File: src/rtl/dbg_scan_pkg.sv
// Shared constants for the scan-accessed debug register bank.
// Assumes a single clock domain; chain numbers are fixed by the host protocol.
package dbg_scan_pkg;
    localparam int DATA_W  = 32;
    localparam int CHAIN_W = 4;

    localparam logic [CHAIN_W-1:0] CH_NONE = 4'd0;
    localparam logic [CHAIN_W-1:0] CH_CTRL = 4'd1;
    localparam logic [CHAIN_W-1:0] CH_INSN = 4'd4;
    localparam logic [CHAIN_W-1:0] CH_DATA = 4'd5;

    localparam int RESTARTED_BIT = 1;
    localparam int EXEC_EN_BIT   = 13;

    typedef enum logic [1:0] {
        SEL_NONE,
        SEL_CTRL,
        SEL_INSN,
        SEL_DATA
    } chain_sel_e;
endpackage

File: src/rtl/dbg_scan_shift.sv
// Chain select register, shared shift register and capture/update decode.
// Assumes at most one host strobe (select, capture, shift, update) per cycle.
module dbg_scan_shift
    import dbg_scan_pkg::*;
#(
    parameter int DW = DATA_W,
    parameter int CW = CHAIN_W
) (
    input  logic          clk,
    input  logic          rst_n,
    input  logic          chain_sel,
    input  logic [CW-1:0] chain_num,
    input  logic          extest,
    input  logic          capture,
    input  logic          shift,
    input  logic          update,
    input  logic          tdi,
    input  logic [DW:0]   ctrl_cap,
    input  logic [DW:0]   insn_cap,
    input  logic [DW:0]   data_cap,
    output logic          tdo,
    output logic [DW-1:0] upd_word,
    output logic          upd_ctrl,
    output logic          upd_insn,
    output logic          upd_data,
    output logic          cap_data_int
);
    localparam int SW = DW + 1;

    logic [CW-1:0] chain_q;
    logic [SW-1:0] sr_q;
    chain_sel_e    sel;

    // Map the stored chain number onto an implemented register.
    always_comb begin
        unique case (chain_q)
            CH_CTRL: sel = SEL_CTRL;
            CH_INSN: sel = SEL_INSN;
            CH_DATA: sel = SEL_DATA;
            default: sel = SEL_NONE;
        endcase
    end

    // Hold the chain number picked by the host.
    always_ff @(posedge clk) begin
        if (!rst_n)
            chain_q <= CH_NONE;
        else if (chain_sel)
            chain_q <= chain_num;
    end

    // Capture the selected register or shift one bit toward tdo.
    always_ff @(posedge clk) begin
        if (!rst_n) begin
            sr_q <= '0;
        end else if (capture) begin
            unique case (sel)
                SEL_CTRL: sr_q <= ctrl_cap;
                SEL_INSN: sr_q <= insn_cap;
                SEL_DATA: sr_q <= data_cap;
                default:  sr_q <= '0;
            endcase
        end else if (shift) begin
            sr_q <= {tdi, sr_q[SW-1:1]};
        end
    end

    // Decode update and capture side effects per chain and mode.
    always_comb begin
        upd_ctrl     = update && extest && (sel == SEL_CTRL);
        upd_insn     = update && extest && (sel == SEL_INSN);
        upd_data     = update && extest && (sel == SEL_DATA);
        cap_data_int = capture && !extest && (sel == SEL_DATA);
    end

    assign tdo      = sr_q[0];
    assign upd_word = sr_q[SW-1:1];

    p_one_strobe_r2: assert property (@(posedge clk) disable iff (!rst_n)
        $onehot0({chain_sel, capture, shift, update}));

    p_shift_in_msb_r2: assert property (@(posedge clk) disable iff (!rst_n)
        shift |=> (sr_q[SW-1] == $past(tdi)));

    p_intest_no_update_r10: assert property (@(posedge clk) disable iff (!rst_n)
        (update && !extest) |-> !(upd_ctrl || upd_insn || upd_data));
endmodule

File: src/rtl/dbg_scan_ctrl.sv
// Status and control word: host-writable bits plus the restarted status bit.
// Assumes the restarted flag comes from the instruction/restart unit.
module dbg_scan_ctrl
    import dbg_scan_pkg::*;
#(
    parameter int DW = DATA_W
) (
    input  logic          clk,
    input  logic          rst_n,
    input  logic          upd_ctrl,
    input  logic [DW-1:0] upd_word,
    input  logic          restarted,
    output logic [DW:0]   ctrl_cap,
    output logic          exec_en
);
    localparam logic [DW-1:0] WR_MASK = ~(DW'(1) << RESTARTED_BIT);

    logic [DW-1:0] ctrl_q;
    logic [DW-1:0] ctrl_rd;

    // Store the writable control bits on an EXTEST update.
    always_ff @(posedge clk) begin
        if (!rst_n)
            ctrl_q <= '0;
        else if (upd_ctrl)
            ctrl_q <= upd_word & WR_MASK;
    end

    // Merge the live restarted flag into the readback word.
    always_comb begin
        ctrl_rd = ctrl_q;
        ctrl_rd[RESTARTED_BIT] = restarted;
    end

    assign ctrl_cap = {ctrl_rd, 1'b0};
    assign exec_en  = ctrl_q[EXEC_EN_BIT];

    p_ctrl_write_r7: assert property (@(posedge clk) disable iff (!rst_n)
        upd_ctrl |=> (exec_en == $past(upd_word[EXEC_EN_BIT])));
endmodule

File: src/rtl/dbg_scan_dtr.sv
// Inbound and outbound data words with their empty and valid flags.
// Assumes a host update and a core read of the inbound word do not coincide.
module dbg_scan_dtr
    import dbg_scan_pkg::*;
#(
    parameter int DW = DATA_W
) (
    input  logic          clk,
    input  logic          rst_n,
    input  logic          upd_data,
    input  logic [DW-1:0] upd_word,
    input  logic          cap_data_int,
    input  logic          core_in_rd,
    input  logic          core_out_wr,
    input  logic [DW-1:0] core_out_wdata,
    output logic [DW-1:0] in_data,
    output logic          in_empty,
    output logic [DW:0]   data_cap
);
    logic [DW-1:0] out_q;
    logic          out_valid;

    // Host fills the inbound word; a core read empties it.
    always_ff @(posedge clk) begin
        if (!rst_n) begin
            in_data  <= '0;
            in_empty <= 1'b1;
        end else if (upd_data) begin
            in_data  <= upd_word;
            in_empty <= 1'b0;
        end else if (core_in_rd) begin
            in_empty <= 1'b1;
        end
    end

    // Core fills the outbound word; an INTEST capture consumes it.
    always_ff @(posedge clk) begin
        if (!rst_n) begin
            out_q     <= '0;
            out_valid <= 1'b0;
        end else if (core_out_wr) begin
            out_q     <= core_out_wdata;
            out_valid <= 1'b1;
        end else if (cap_data_int) begin
            out_valid <= 1'b0;
        end
    end

    assign data_cap = {out_q, out_valid};

    p_write_clears_empty_r3: assert property (@(posedge clk) disable iff (!rst_n)
        upd_data |=> !in_empty);

    p_read_sets_empty_r3: assert property (@(posedge clk) disable iff (!rst_n)
        (core_in_rd && !upd_data) |=> in_empty);

    p_core_write_valid_r4: assert property (@(posedge clk) disable iff (!rst_n)
        core_out_wr |=> data_cap[0]);
endmodule

File: src/rtl/dbg_scan_itr.sv
// Instruction issue with Ready handshake, and the restart request/acknowledge.
// Assumes done arrives only while an instruction is outstanding.
module dbg_scan_itr
    import dbg_scan_pkg::*;
#(
    parameter int DW = DATA_W
) (
    input  logic          clk,
    input  logic          rst_n,
    input  logic          upd_insn,
    input  logic [DW-1:0] upd_word,
    input  logic          exec_en,
    input  logic          host_restart,
    input  logic          core_instr_done,
    input  logic          core_restart_ack,
    output logic          instr_valid,
    output logic [DW-1:0] instr,
    output logic          restart_req,
    output logic          restarted,
    output logic [DW:0]   insn_cap
);
    logic busy;
    logic ready;

    assign ready = !busy && !restart_req;

    // Issue a scanned instruction when enabled and ready; track completion.
    always_ff @(posedge clk) begin
        if (!rst_n) begin
            instr_valid <= 1'b0;
            instr       <= '0;
            busy        <= 1'b0;
        end else begin
            instr_valid <= 1'b0;
            if (upd_insn && exec_en && ready) begin
                instr_valid <= 1'b1;
                instr       <= upd_word;
                busy        <= 1'b1;
            end else if (busy && core_instr_done) begin
                busy <= 1'b0;
            end
        end
    end

    // Raise a restart request and record the core's acknowledge.
    always_ff @(posedge clk) begin
        if (!rst_n) begin
            restart_req <= 1'b0;
            restarted   <= 1'b0;
        end else if (host_restart) begin
            restart_req <= 1'b1;
            restarted   <= 1'b0;
        end else if (restart_req && core_restart_ack) begin
            restart_req <= 1'b0;
            restarted   <= 1'b1;
        end
    end

    assign insn_cap = {{DW{1'b0}}, ready};

    p_single_pulse_r6: assert property (@(posedge clk) disable iff (!rst_n)
        instr_valid |=> !instr_valid);

    p_issue_blocks_ready_r5: assert property (@(posedge clk) disable iff (!rst_n)
        (instr_valid && !core_instr_done) |-> !insn_cap[0]);

    p_ack_sets_restarted_r8: assert property (@(posedge clk) disable iff (!rst_n)
        (restart_req && core_restart_ack && !host_restart) |=> (restarted && !restart_req));

    p_restart_clears_flag_r8: assert property (@(posedge clk) disable iff (!rst_n)
        host_restart |=> (!restarted && !insn_cap[0]));
endmodule

File: src/rtl/dbg_scan_regs.sv
// Top of the scan-accessed debug register bank: wires the shift path to the
// control word, data pair and instruction unit. Assumes one clock domain.
module dbg_scan_regs
    import dbg_scan_pkg::*;
#(
    parameter int DW = DATA_W,
    parameter int CW = CHAIN_W
) (
    input  logic          clk,
    input  logic          rst_n,
    input  logic          host_chain_sel,
    input  logic [CW-1:0] host_chain_num,
    input  logic          host_extest,
    input  logic          host_capture,
    input  logic          host_shift,
    input  logic          host_update,
    input  logic          host_tdi,
    input  logic          host_restart,
    output logic          host_tdo,
    input  logic          core_in_rd,
    output logic [DW-1:0] core_in_data,
    output logic          core_in_empty,
    input  logic          core_out_wr,
    input  logic [DW-1:0] core_out_wdata,
    output logic          core_instr_valid,
    output logic [DW-1:0] core_instr,
    input  logic          core_instr_done,
    output logic          core_restart_req,
    input  logic          core_restart_ack
);
    logic [DW-1:0] upd_word;
    logic          upd_ctrl, upd_insn, upd_data, cap_data_int;
    logic [DW:0]   ctrl_cap, insn_cap, data_cap;
    logic          exec_en, restarted;

    dbg_scan_shift #(.DW(DW), .CW(CW)) u_shift (
        .clk(clk), .rst_n(rst_n),
        .chain_sel(host_chain_sel), .chain_num(host_chain_num),
        .extest(host_extest), .capture(host_capture),
        .shift(host_shift), .update(host_update), .tdi(host_tdi),
        .ctrl_cap(ctrl_cap), .insn_cap(insn_cap), .data_cap(data_cap),
        .tdo(host_tdo), .upd_word(upd_word),
        .upd_ctrl(upd_ctrl), .upd_insn(upd_insn), .upd_data(upd_data),
        .cap_data_int(cap_data_int)
    );

    dbg_scan_ctrl #(.DW(DW)) u_ctrl (
        .clk(clk), .rst_n(rst_n),
        .upd_ctrl(upd_ctrl), .upd_word(upd_word),
        .restarted(restarted), .ctrl_cap(ctrl_cap), .exec_en(exec_en)
    );

    dbg_scan_dtr #(.DW(DW)) u_dtr (
        .clk(clk), .rst_n(rst_n),
        .upd_data(upd_data), .upd_word(upd_word), .cap_data_int(cap_data_int),
        .core_in_rd(core_in_rd), .core_out_wr(core_out_wr),
        .core_out_wdata(core_out_wdata),
        .in_data(core_in_data), .in_empty(core_in_empty), .data_cap(data_cap)
    );

    dbg_scan_itr #(.DW(DW)) u_itr (
        .clk(clk), .rst_n(rst_n),
        .upd_insn(upd_insn), .upd_word(upd_word), .exec_en(exec_en),
        .host_restart(host_restart), .core_instr_done(core_instr_done),
        .core_restart_ack(core_restart_ack),
        .instr_valid(core_instr_valid), .instr(core_instr),
        .restart_req(core_restart_req), .restarted(restarted),
        .insn_cap(insn_cap)
    );

    p_issue_gated_r6: assert property (@(posedge clk) disable iff (!rst_n)
        core_instr_valid |-> $past(exec_en));
endmodule

File: config.mk
export PLATFORM = sky130hd
export DESIGN_NAME = dbg_scan_regs
export DESIGN_NICKNAME = d
export VERILOG_FILES = /design/src/rtl/dbg_scan_pkg.sv /design/src/rtl/dbg_scan_shift.sv /design/src/rtl/dbg_scan_ctrl.sv /design/src/rtl/dbg_scan_dtr.sv /design/src/rtl/dbg_scan_itr.sv /design/src/rtl/dbg_scan_regs.sv
export SDC_FILE = /design/constraint.sdc
export NUM_CORES = 1
export LEC_CHECK = 0
export BUFFER_PORTS_ARGS = -buffer_cell sky130_fd_sc_hd__clkbuf_2
export CORE_MARGIN = 1
export CORE_UTILIZATION = 50
export CTS_CLUSTER_SIZE = 25
export DETAILED_ROUTE_END_ITERATION = 12
export PLACE_DENSITY = 0.75
export SYNTH_ARGS = -nofsm -noshare
export SYNTH_HDL_FRONTEND = slang
export SYNTH_SLANG_ARGS = --single-unit
File: constraint.sdc
create_clock -name clk -period 1.5 [get_ports clk]
set_clock_uncertainty 0.1 [all_clocks]
set_input_delay 0.225 -clock clk [delete_from_list [all_inputs] [get_ports clk]]
set_output_delay 0.225 -clock clk [all_outputs]
set_load 0.02 [all_outputs]
==> results.txt, run 1 <==
The number of port buffers works out to 116. The initial core utilization is 0.522, and the time the worst path needs with I/O delays and setup is 1.57 ns. The global-route usage over all layers was 0.251; the total number of yosys warnings was 0. 117 I/O pins were placed. Counting every net in the synthesized netlist gives 839. The tools report the cell area after technology mapping as 7360 um^2. Type of the setup path with the least slack: register to register.

Summed over all nets, the switching power comes to 2400 uW. The tools report the relative max-transition margin as 0.765. For the portion of total power attributed to sequential cells, the log shows 0.463. TritonCTS built the clock tree. The tools report the final hold violation count as 0. Critical path arrival: 1.84 ns. The post-route DRC violation count was 0; the CTS H-tree depth was 4.

Max-cap violations in this run came to 0. The maximum resistive drop on vdd was 0.000880 V. For the combinational share of power, the log shows 0.100.

The largest individual stage delay along the critical path comes from the cell sky130_fd_sc_hd__or3b_4. The portion of netlist area occupied by mux cells works out to 0.181. STA classifies the critical path startpoint as a register. Number of cells traversed by the worst hold path: 3. The number of different library cells used by synthesis comes to 33. The die covers 15200 um^2. Largest net degree at the start of global routing: 45. In this run the standard cell core region covers 14100 um^2. In this run the worst hold path is classified as input pin to register.

The detailed router finished its first iteration with 740 violations. Buffer cell driving the clock tree root: sky130_fd_sc_hd__clkbuf_16. The final reports fail on negative setup slack. Counting every instance in the synthesized netlist gives 790. In the final routed layout, each cell accounts on average for 17.6 um. The total power density per cell area came out at 1060 nW/um^2. The clock transition time at the flip-flop clock pins of the worst setup and hold paths came out at 0.06 ns. The total overflow left after global routing is 0. The library cells used most frequently in the layout, excluding fill and tap cells, are sky130_fd_sc_hd__dfxtp_1 (165), sky130_fd_sc_hd__mux2i_1 (132), sky130_fd_sc_hd__clkbuf_2 (115). The congestion estimate from routability-driven global placement came to 0.832. The sequential cells in the finished layout cover a total of 3410 um^2.

Of all cell types, the one taking the most synthesized area is sky130_fd_sc_hd__dfxtp_1. The register bit total from synthesis came out at 170. The analysis attributes to cell leakage a power of 0.00397 uW. In this run the critical register-to-register path is launched from u_shift.chain_q[1]. The number of buffer and inverter instances along the worst setup path was 1. The clock sink total was 170; the top fanout value on the critical path was 12. The worst-case setup margin in the final layout is -0.0698 ns, and the global-route wire length before repair is 29.0 mm. The switching part of the total came out at 0.233.

The leading cell type in the layout, fill and taps excluded is sky130_fd_sc_hd__dfxtp_1. The worst-case clock buffer depth was 2; the die span in y was 123 um. The worst reg-to-reg path cell count was 4. The post-synthesis xor/xnor area fraction works out to 0. Total number of nets in the final design: 983.

The routed design has 19.9 mm of wire. The flow ran to the end, but the final reports show violations. For the number of antenna violations at the first check in global routing, the log shows 0. The capture endpoint of the worst hold path was u_itr.restarted. The number of iterations in the first detailed-routing pass is 6. The largest single stage delay on the critical path is 0.53 ns. Fraction of final layout cells sized beyond drive strength 1: 0.258.

The post-synthesis to final-layout area growth is 31.8%, and the share of Yosys cell area claimed by the top area cell type is 0.463. The HPWL after detailed placement is 11.6 mm. The die width works out to 123 um. The tools report the highest achievable clock rate as 637 MHz.

The total number of placement rows is 43, and the total clock buffers created by CTS is 17. Mean area per synthesized cell: 9.31 um^2. The adder-cell share of the synthesized area works out to 0. The portion of total power attributed to the clock network was 0.437; the actual transition at the worst max-transition pin was 0.343 ns. In this run the critical register-to-register path is captured at u_shift.sr_q[25]. Walking the worst path, the cells encountered are or3b_4 > clkbuf_16 > o21ai_1 > and3_1. Setup slack on the worst reg-to-reg path comes out at -0.07 ns. The kind of capture point of the worst setup path is a register.

The logs give 0 for the number of diodes added for antenna fixing and 9690 um^2 for the final standard cell area without fillers. The data required time at the worst endpoint is 1.77 ns, and the routed via count divided by cell count is 5.63. Yosys attributes the largest share of cell area to sky130_fd_sc_hd__dfxtp_1 (46%), sky130_fd_sc_hd__mux2i_1 (18%), sky130_fd_sc_hd__a21boi_1 (6.2%). In this run the most critical hold path is launched from core_restart_ack. For the via count of the first global-routing pass, the log shows 5499. Broken down by cell family, the worst path's largest delay share belongs to simple AND/OR/NAND/NOR gates. Timing analysis after detailed placement gives a worst setup slack of -0.0196 ns.

The internal power component is 7900 uW. The number of inserted filler cells in the final layout is 1075, and the multi-input combinational cell area is 3750 um^2. Setup violations remaining at the end of the flow were counted as 36. The routed layout has 6347 vias. Setup repair after global routing could not meet its margin everywhere. The logs give 0.463 for the sequential-to-total area share from yosys stat and 0.43 ns for the clock insertion delay at the later pin of the skew report. The simple-gate portion of the synthesized area was 0.167; the number of routed nets with antenna violations was 0.

The largest family of logic cells by synthesized area was multiplexers. For the count of final max-slew check failures, the log shows 0. Final critical-path share of the clock period: 1.05. The compound-cell area share of the yosys netlist was 0.137.

Summing all placed instances gives a cell area of 8260 um^2.
[power by group through the flow]
stage / Clock, uW / Combinational (uW) / Sequential, uW
6_report: 4500 / 1030 / 4770
5_1_grt: 4760 / 1110 / 4770
4_1_cts: 4540 / 902 / 4760
3_5_place_dp: 0 / 804 / 4850
3_3_place_gp: 0 / 792 / 4850
2_1_floorplan: 0 / 539 / 4800
[sequential cells by signal, summed over array words and instances, names as in the netlist]
register and count:
u_shift.sr_q 33, u_dtr.in_data 32, u_dtr.out_q 32, u_itr.instr 32, u_ctrl.ctrl_q 31, u_shift.chain_q 4, u_dtr.in_empty 1, u_dtr.out_valid 1
u_itr.busy 1, u_itr.instr_valid 1, u_itr.restart_req 1, u_itr.restarted 1
[cell families (layout without fill, tap and decap cells)]
logic type,after synthesis,in the layout
compound gates,166,166
buf+inv,77,234
flops,170,170
mux,133,133
simple gates,244,244
[metal layers]
metal	global-route usage	up-vias	part of all wire
li1	-	3051	-
met1	0.361	3029	0.47
met2	0.368	226	0.45
met3	0.0604	41	0.060
met4	0.0806	0	0.020
met5	0	-	0
[worst reg2reg max path, stage by stage (launching register included)]
cell,delay (ns)
sky130_fd_sc_hd__dfxtp_2,0.34
sky130_fd_sc_hd__or3b_4,0.53
sky130_fd_sc_hd__clkbuf_16,0.24
sky130_fd_sc_hd__o21ai_1,0.15
sky130_fd_sc_hd__and3_1,0.16
[cell usage after synthesis]
cell type                   number
sky130_fd_sc_hd__or3b_1          1
sky130_fd_sc_hd__clkinv_1        1
sky130_fd_sc_hd__o21ai_0        36
sky130_fd_sc_hd__nor4_2          1
sky130_fd_sc_hd__and4bb_1        1
sky130_fd_sc_hd__dfxtp_1       170
sky130_fd_sc_hd__o21a_1          3
sky130_fd_sc_hd__buf_1           1
sky130_fd_sc_hd__and3b_1         1
sky130_fd_sc_hd__nor2b_1        39
sky130_fd_sc_hd__mux2i_1       132
sky130_fd_sc_hd__nand3_1        63
sky130_fd_sc_hd__o21ai_1        60
sky130_fd_sc_hd__nand3b_1        1
sky130_fd_sc_hd__o22ai_1         1
sky130_fd_sc_hd__nand2_1        98
sky130_fd_sc_hd__buf_6           6
sky130_fd_sc_hd__nor2_1          1
sky130_fd_sc_hd__and4_1          1
sky130_fd_sc_hd__buf_8           2
sky130_fd_sc_hd__nor3b_1         2
sky130_fd_sc_hd__a21boi_1       61
sky130_fd_sc_hd__and2_1          2
sky130_fd_sc_hd__mux2_2          1
sky130_fd_sc_hd__a21boi_0        2
sky130_fd_sc_hd__buf_2          23
sky130_fd_sc_hd__o31a_1          1
sky130_fd_sc_hd__clkbuf_2        1
sky130_fd_sc_hd__a21oi_1         1
sky130_fd_sc_hd__nand4bb_1       1
sky130_fd_sc_hd__and3_1         32
sky130_fd_sc_hd__a221oi_1        1
sky130_fd_sc_hd__clkbuf_1       43
[per-stage QoR]
stage | cells | total power (uW) | hold WS [ns] | TNS (ns) | utilization
finish | 1127 | 10300 | 0.0158 | -0.951 | 0.688
global route | 1127 | 10600 | 0.0182 | -3.95 | 0.688
CTS | 1115 | 10200 | 0.0143 | -0.0397 | 0.659
detailed placement | 1044 | 5660 | 0.312 | -0.300 | 0.586
global placement | 1044 | 5640 | 0.315 | -0.0342 | 0.586
floorplan | 790 | 5340 | 0.201 | 0 | -
[area by class of cell]
cell class,count,share of cell area
clock buffers,26,0.0546
multi-input cells,543,0.387
flip-flops and latches,170,0.352
inverters,1,0.000387
well taps,180,0.0232
repair buffers,201,0.174
clock inverters,6,0.00852
[how the worst max path moves through the flow]
stage / startpoint / endpoint / slack [ns] / depth (start not counted)
2_1_floorplan: u_itr.restart_req / u_itr.instr[23] / 0.03 / 5
3_3_place_gp: u_shift.chain_q[3] / u_shift.sr_q[2] / -0.02 / 4
3_5_place_dp: u_shift.chain_q[3] / u_shift.sr_q[2] / -0.02 / 4
4_1_cts: u_shift.chain_q[3] / u_itr.instr[1] / -0.04 / 4
5_1_grt: u_shift.chain_q[3] / u_itr.instr[1] / -0.10 / 4
6_report: u_shift.chain_q[1] / u_shift.sr_q[25] / -0.07 / 4
[timing repair]
| item | CTS | global route |
|---|---|---|
| endpoints found under the hold margin | 39 | 0 |
| buffers inserted | 0 | 5 |
| endpoints found under the setup margin | 85 | 86 |
| gates resized for setup | 5 | 64 |
| pin swaps | 1 | 55 |
| hold buffers | 38 | 0 |
| gates cloned | 1 | 7 |
Power figures use the tool's default switching activity.
==> inputs of run 2 (changes only) <==
--- a/config.mk
+++ b/config.mk
@@ -5,12 +5,13 @@
 export SDC_FILE = /design/constraint.sdc
 export NUM_CORES = 1
 export LEC_CHECK = 0
-export BUFFER_PORTS_ARGS = -buffer_cell sky130_fd_sc_hd__clkbuf_2
+export CAP_MARGIN = 20
 export CORE_MARGIN = 1
 export CORE_UTILIZATION = 50
 export CTS_CLUSTER_SIZE = 25
 export DETAILED_ROUTE_END_ITERATION = 12
-export PLACE_DENSITY = 0.75
+export DONT_BUFFER_PORTS = 1
+export PLACE_DENSITY = 0.68
 export SYNTH_ARGS = -nofsm -noshare
 export SYNTH_HDL_FRONTEND = slang
 export SYNTH_SLANG_ARGS = --single-unit
==> run 2 against run 1 <==
Against the previous run:
- the flow finishes with violations (negative hold slack, negative setup slack)
- clock power grew 5.3%
- cell count down 5.0%
- global-route usage is 0.98 points higher
- total power grew 0.66%
- sequential share of layout area is 0.27 points lower
- critical path depth did not move
- critical path type unchanged
==> results.txt, run 2 (synthesis gave the netlist of run 1 again) <==
The tools report the launching point of the worst reg2reg path as u_shift.chain_q[3] (was u_shift.chain_q[1]). For the number of vias after detailed routing, the log shows 6202 (was 6347). The final critical-path share of the clock period is 1.08 (was 1.05). The actual transition at the worst max-transition pin was 0.370 ns (was 0.343 ns); the count of hold-fix buffers inserted at cts was 101 (was 38). TritonCTS built the clock tree. The maximum resistive drop on vdd was 0.000790 V (was 0.000880 V); the worst reg-to-reg path cell count was 4 (unchanged).

The tools report the launch point of the worst path as u_shift.chain_q[3] (was u_shift.chain_q[1]). The run gives 30.2 mm (was 29.0 mm) as the global-route wire length before repair. The post-synthesis to final-layout area growth is 32.7% (was 31.8%), and the number of antenna violations at the first check in global routing is 0 (unchanged). The tools report the highest achievable clock rate as 617 MHz (was 637 MHz). Top library cells by usage in the layout, fill and taps aside: sky130_fd_sc_hd__dfxtp_1 (166), sky130_fd_sc_hd__mux2i_1 (130), sky130_fd_sc_hd__dlygate4sd3_1 (101) (was sky130_fd_sc_hd__dfxtp_1 (165), sky130_fd_sc_hd__mux2i_1 (132), sky130_fd_sc_hd__clkbuf_2 (115)). The fraction of final layout cells sized beyond drive strength 1 was 0.150 (was 0.258); the die span in y was 123 um (unchanged). The tools report the endpoint of the worst-slack reg-to-reg timing path as u_itr.instr[27] (was u_shift.sr_q[25]). The logs give 0.522 (unchanged) for the initial core utilization and 5777 (was 5499) for the via count of the first global-routing pass. The setup-violating endpoint count in the final report was 55 (was 36); the number of flip-flops in the largest register was 33 (unchanged). The clock transition time at the flip-flop clock pins of the worst setup and hold paths came out at 0.06 ns (about the same). The weighted congestion at the end of routability-driven global placement is 0.822 (was 0.832), and the time the worst path needs with I/O delays and setup is 1.62 ns (was 1.57 ns). Global-route usage over all layers: 0.261 (was 0.251). The worst-case clock buffer depth was 2 (unchanged).

The number of routed nets with antenna violations came out at 0 (unchanged). Failing checks: negative hold slack, negative setup slack (was negative setup slack). Total number of nets in the final design: 927 (was 983). The run gives 203 (was 45) as the largest net degree at the start of global routing. The die width is 123 um (unchanged). The path type of the worst min-delay path is input pin to register (unchanged). The leakage dissipation came out at 0.00362 uW (was 0.00397 uW).

For the area enclosed by the die boundary, the log shows 15200 um^2 (unchanged). The relative max-transition margin is 0.753 (was 0.765), and the mean routed wirelength per cell is 19.8 um (was 17.6 um). The worst-case setup margin in the final layout came out at -0.120 ns (was -0.0698 ns). The total clock buffers created by CTS was 17 (unchanged). The top fanout value on the critical path works out to 10 (was 12). The routed via count divided by cell count is 5.79 (was 5.63), and the final setup TNS is -1.20 ns (was -0.951 ns). The post-route DRC violation count came out at 0 (unchanged).

The number of top-level pins was 117 (unchanged); the placeable core region was 14100 um^2 (unchanged). The run gives 666 (was 740) as the number of DRC violations after detailed-routing iteration 0. For the register-to-register path setup slack, the log shows -0.12 ns (was -0.07 ns). Type of the setup path with the least slack: register to register (unchanged). The tools report the clock insertion delay at the later pin of the skew report as 0.43 ns (about the same). The register with the most flip-flops was u_shift.sr_q (unchanged).

The run gives 43 (unchanged) as the total number of placement rows. The flow ran to the end, but the final reports show violations. The tools report the CTS H-tree depth as 4 (unchanged). Number of port buffers: 0 (was 116). The final hold violation count came out at 103 (was 0).

The tools report the tightest hold margin as -0.197 ns (was 0.0158 ns). Setup repair after global routing could not meet its margin everywhere. The run gives 6 (unchanged) as the number of iterations in the first detailed-routing pass. The number of diodes added for antenna fixing was 0 (unchanged).

The run gives 11.1 mm (was 11.6 mm) as the sum of net half-perimeters after detailed placement. The leftover overflow at the end of global routing is 0 (unchanged). The tools report the kind of capture point of the worst setup path as a register (unchanged). The placed instance count came out at 919 (was 1044).

The clock sink total came out at 170 (unchanged). The tools report the category of the worst setup path launch point as a register (unchanged). The tools report the buffer cell driving the clock tree root as sky130_fd_sc_hd__clkbuf_16 (unchanged).

The count of max-cap constraint violations is 0 (unchanged). The leading cell type in the layout, fill and taps excluded is sky130_fd_sc_hd__dfxtp_1 (unchanged). The count of final max-slew check failures is 0 (unchanged). The data required time at the worst endpoint came out at 1.73 ns (was 1.77 ns).

Capturing instance or port of the critical path: u_itr.instr[27] (was u_shift.sr_q[25]). The number of cells in the finished layout apart from fillers was 1071 (was 1127); the total power density per cell area was 1060 nW/um^2 (about the same). The total length of routed wires is 21.2 mm (was 19.9 mm). The critical path arrival is 1.85 ns (was 1.84 ns).
[run 2: per-stage QoR]
stage          area (um^2)  total power [uW]  worst slack (ns)   util
2_1_floorplan         7360              5340            0.0281      -
3_3_place_gp          7490              5380           -0.0150  0.532
3_5_place_dp          7490              5400           -0.0864  0.532
4_1_cts               9210             10200           -0.0311  0.654
5_1_grt               9760             10700            -0.167  0.693
6_report              9760             10400            -0.120  0.693
[run 2: final cells by class]
cell class / count / area [um^2]
Clock buffer: 22 / 484
Clock inverter: 10 / 164
Fill cell: 1018 / 4330
Inverter: 1 / 3.75
Multi-Input combinational cell: 543 / 3800
Sequential cell: 170 / 3410
Tap cell: 180 / 225
Timing Repair Buffer: 145 / 1680
[run 2: what timing repair did]
item                       CTS  global route
pin swaps                    0            86
hold endpoints to repair   170           103
setup endpoints to repair   74            77
setup buffers                0             7
cloned                       1            11
gates resized for setup      9            67
[run 2: layer usage]
metal / wire (um) / vias to the layer above / track usage
li1: - / 2930 / -
met1: 9110 / 3029 / 0.332
met2: 10100 / 212 / 0.422
met3: 1640 / 31 / 0.0701
met4: 394 / 0 / 0.0949
met5: 0 / - / 0
[run 2: worst min path at each step]
| stage | start | endpoint | depth (start not counted) |
|---|---|---|---|
| after floorplan | host_restart | u_itr.restarted | 1 |
| after global placement | host_restart | u_itr.restarted | 1 |
| after detailed placement | host_restart | u_itr.restarted | 1 |
| after CTS | rst_n | u_dtr.in_empty | 1 |
| after global routing | rst_n | u_dtr.in_empty | 1 |
| final | rst_n | u_dtr.in_empty | 1 |
[run 2: power breakdown]
part	leakage (uW)	switching, uW	internal [uW]
logic	0.00192	366	492
clock network	0.000316	1780	2970
registers	0.00138	142	4630
total	0.00362	2280	8090
[run 2: worst max-delay path: stages, from the launching register on]
cell and delay, ns:
sky130_fd_sc_hd__dfxtp_2 0.34, sky130_fd_sc_hd__nor4_4 0.29, sky130_fd_sc_hd__and4_4 0.32, sky130_fd_sc_hd__buf_8 0.17, sky130_fd_sc_hd__mux2i_2 0.29
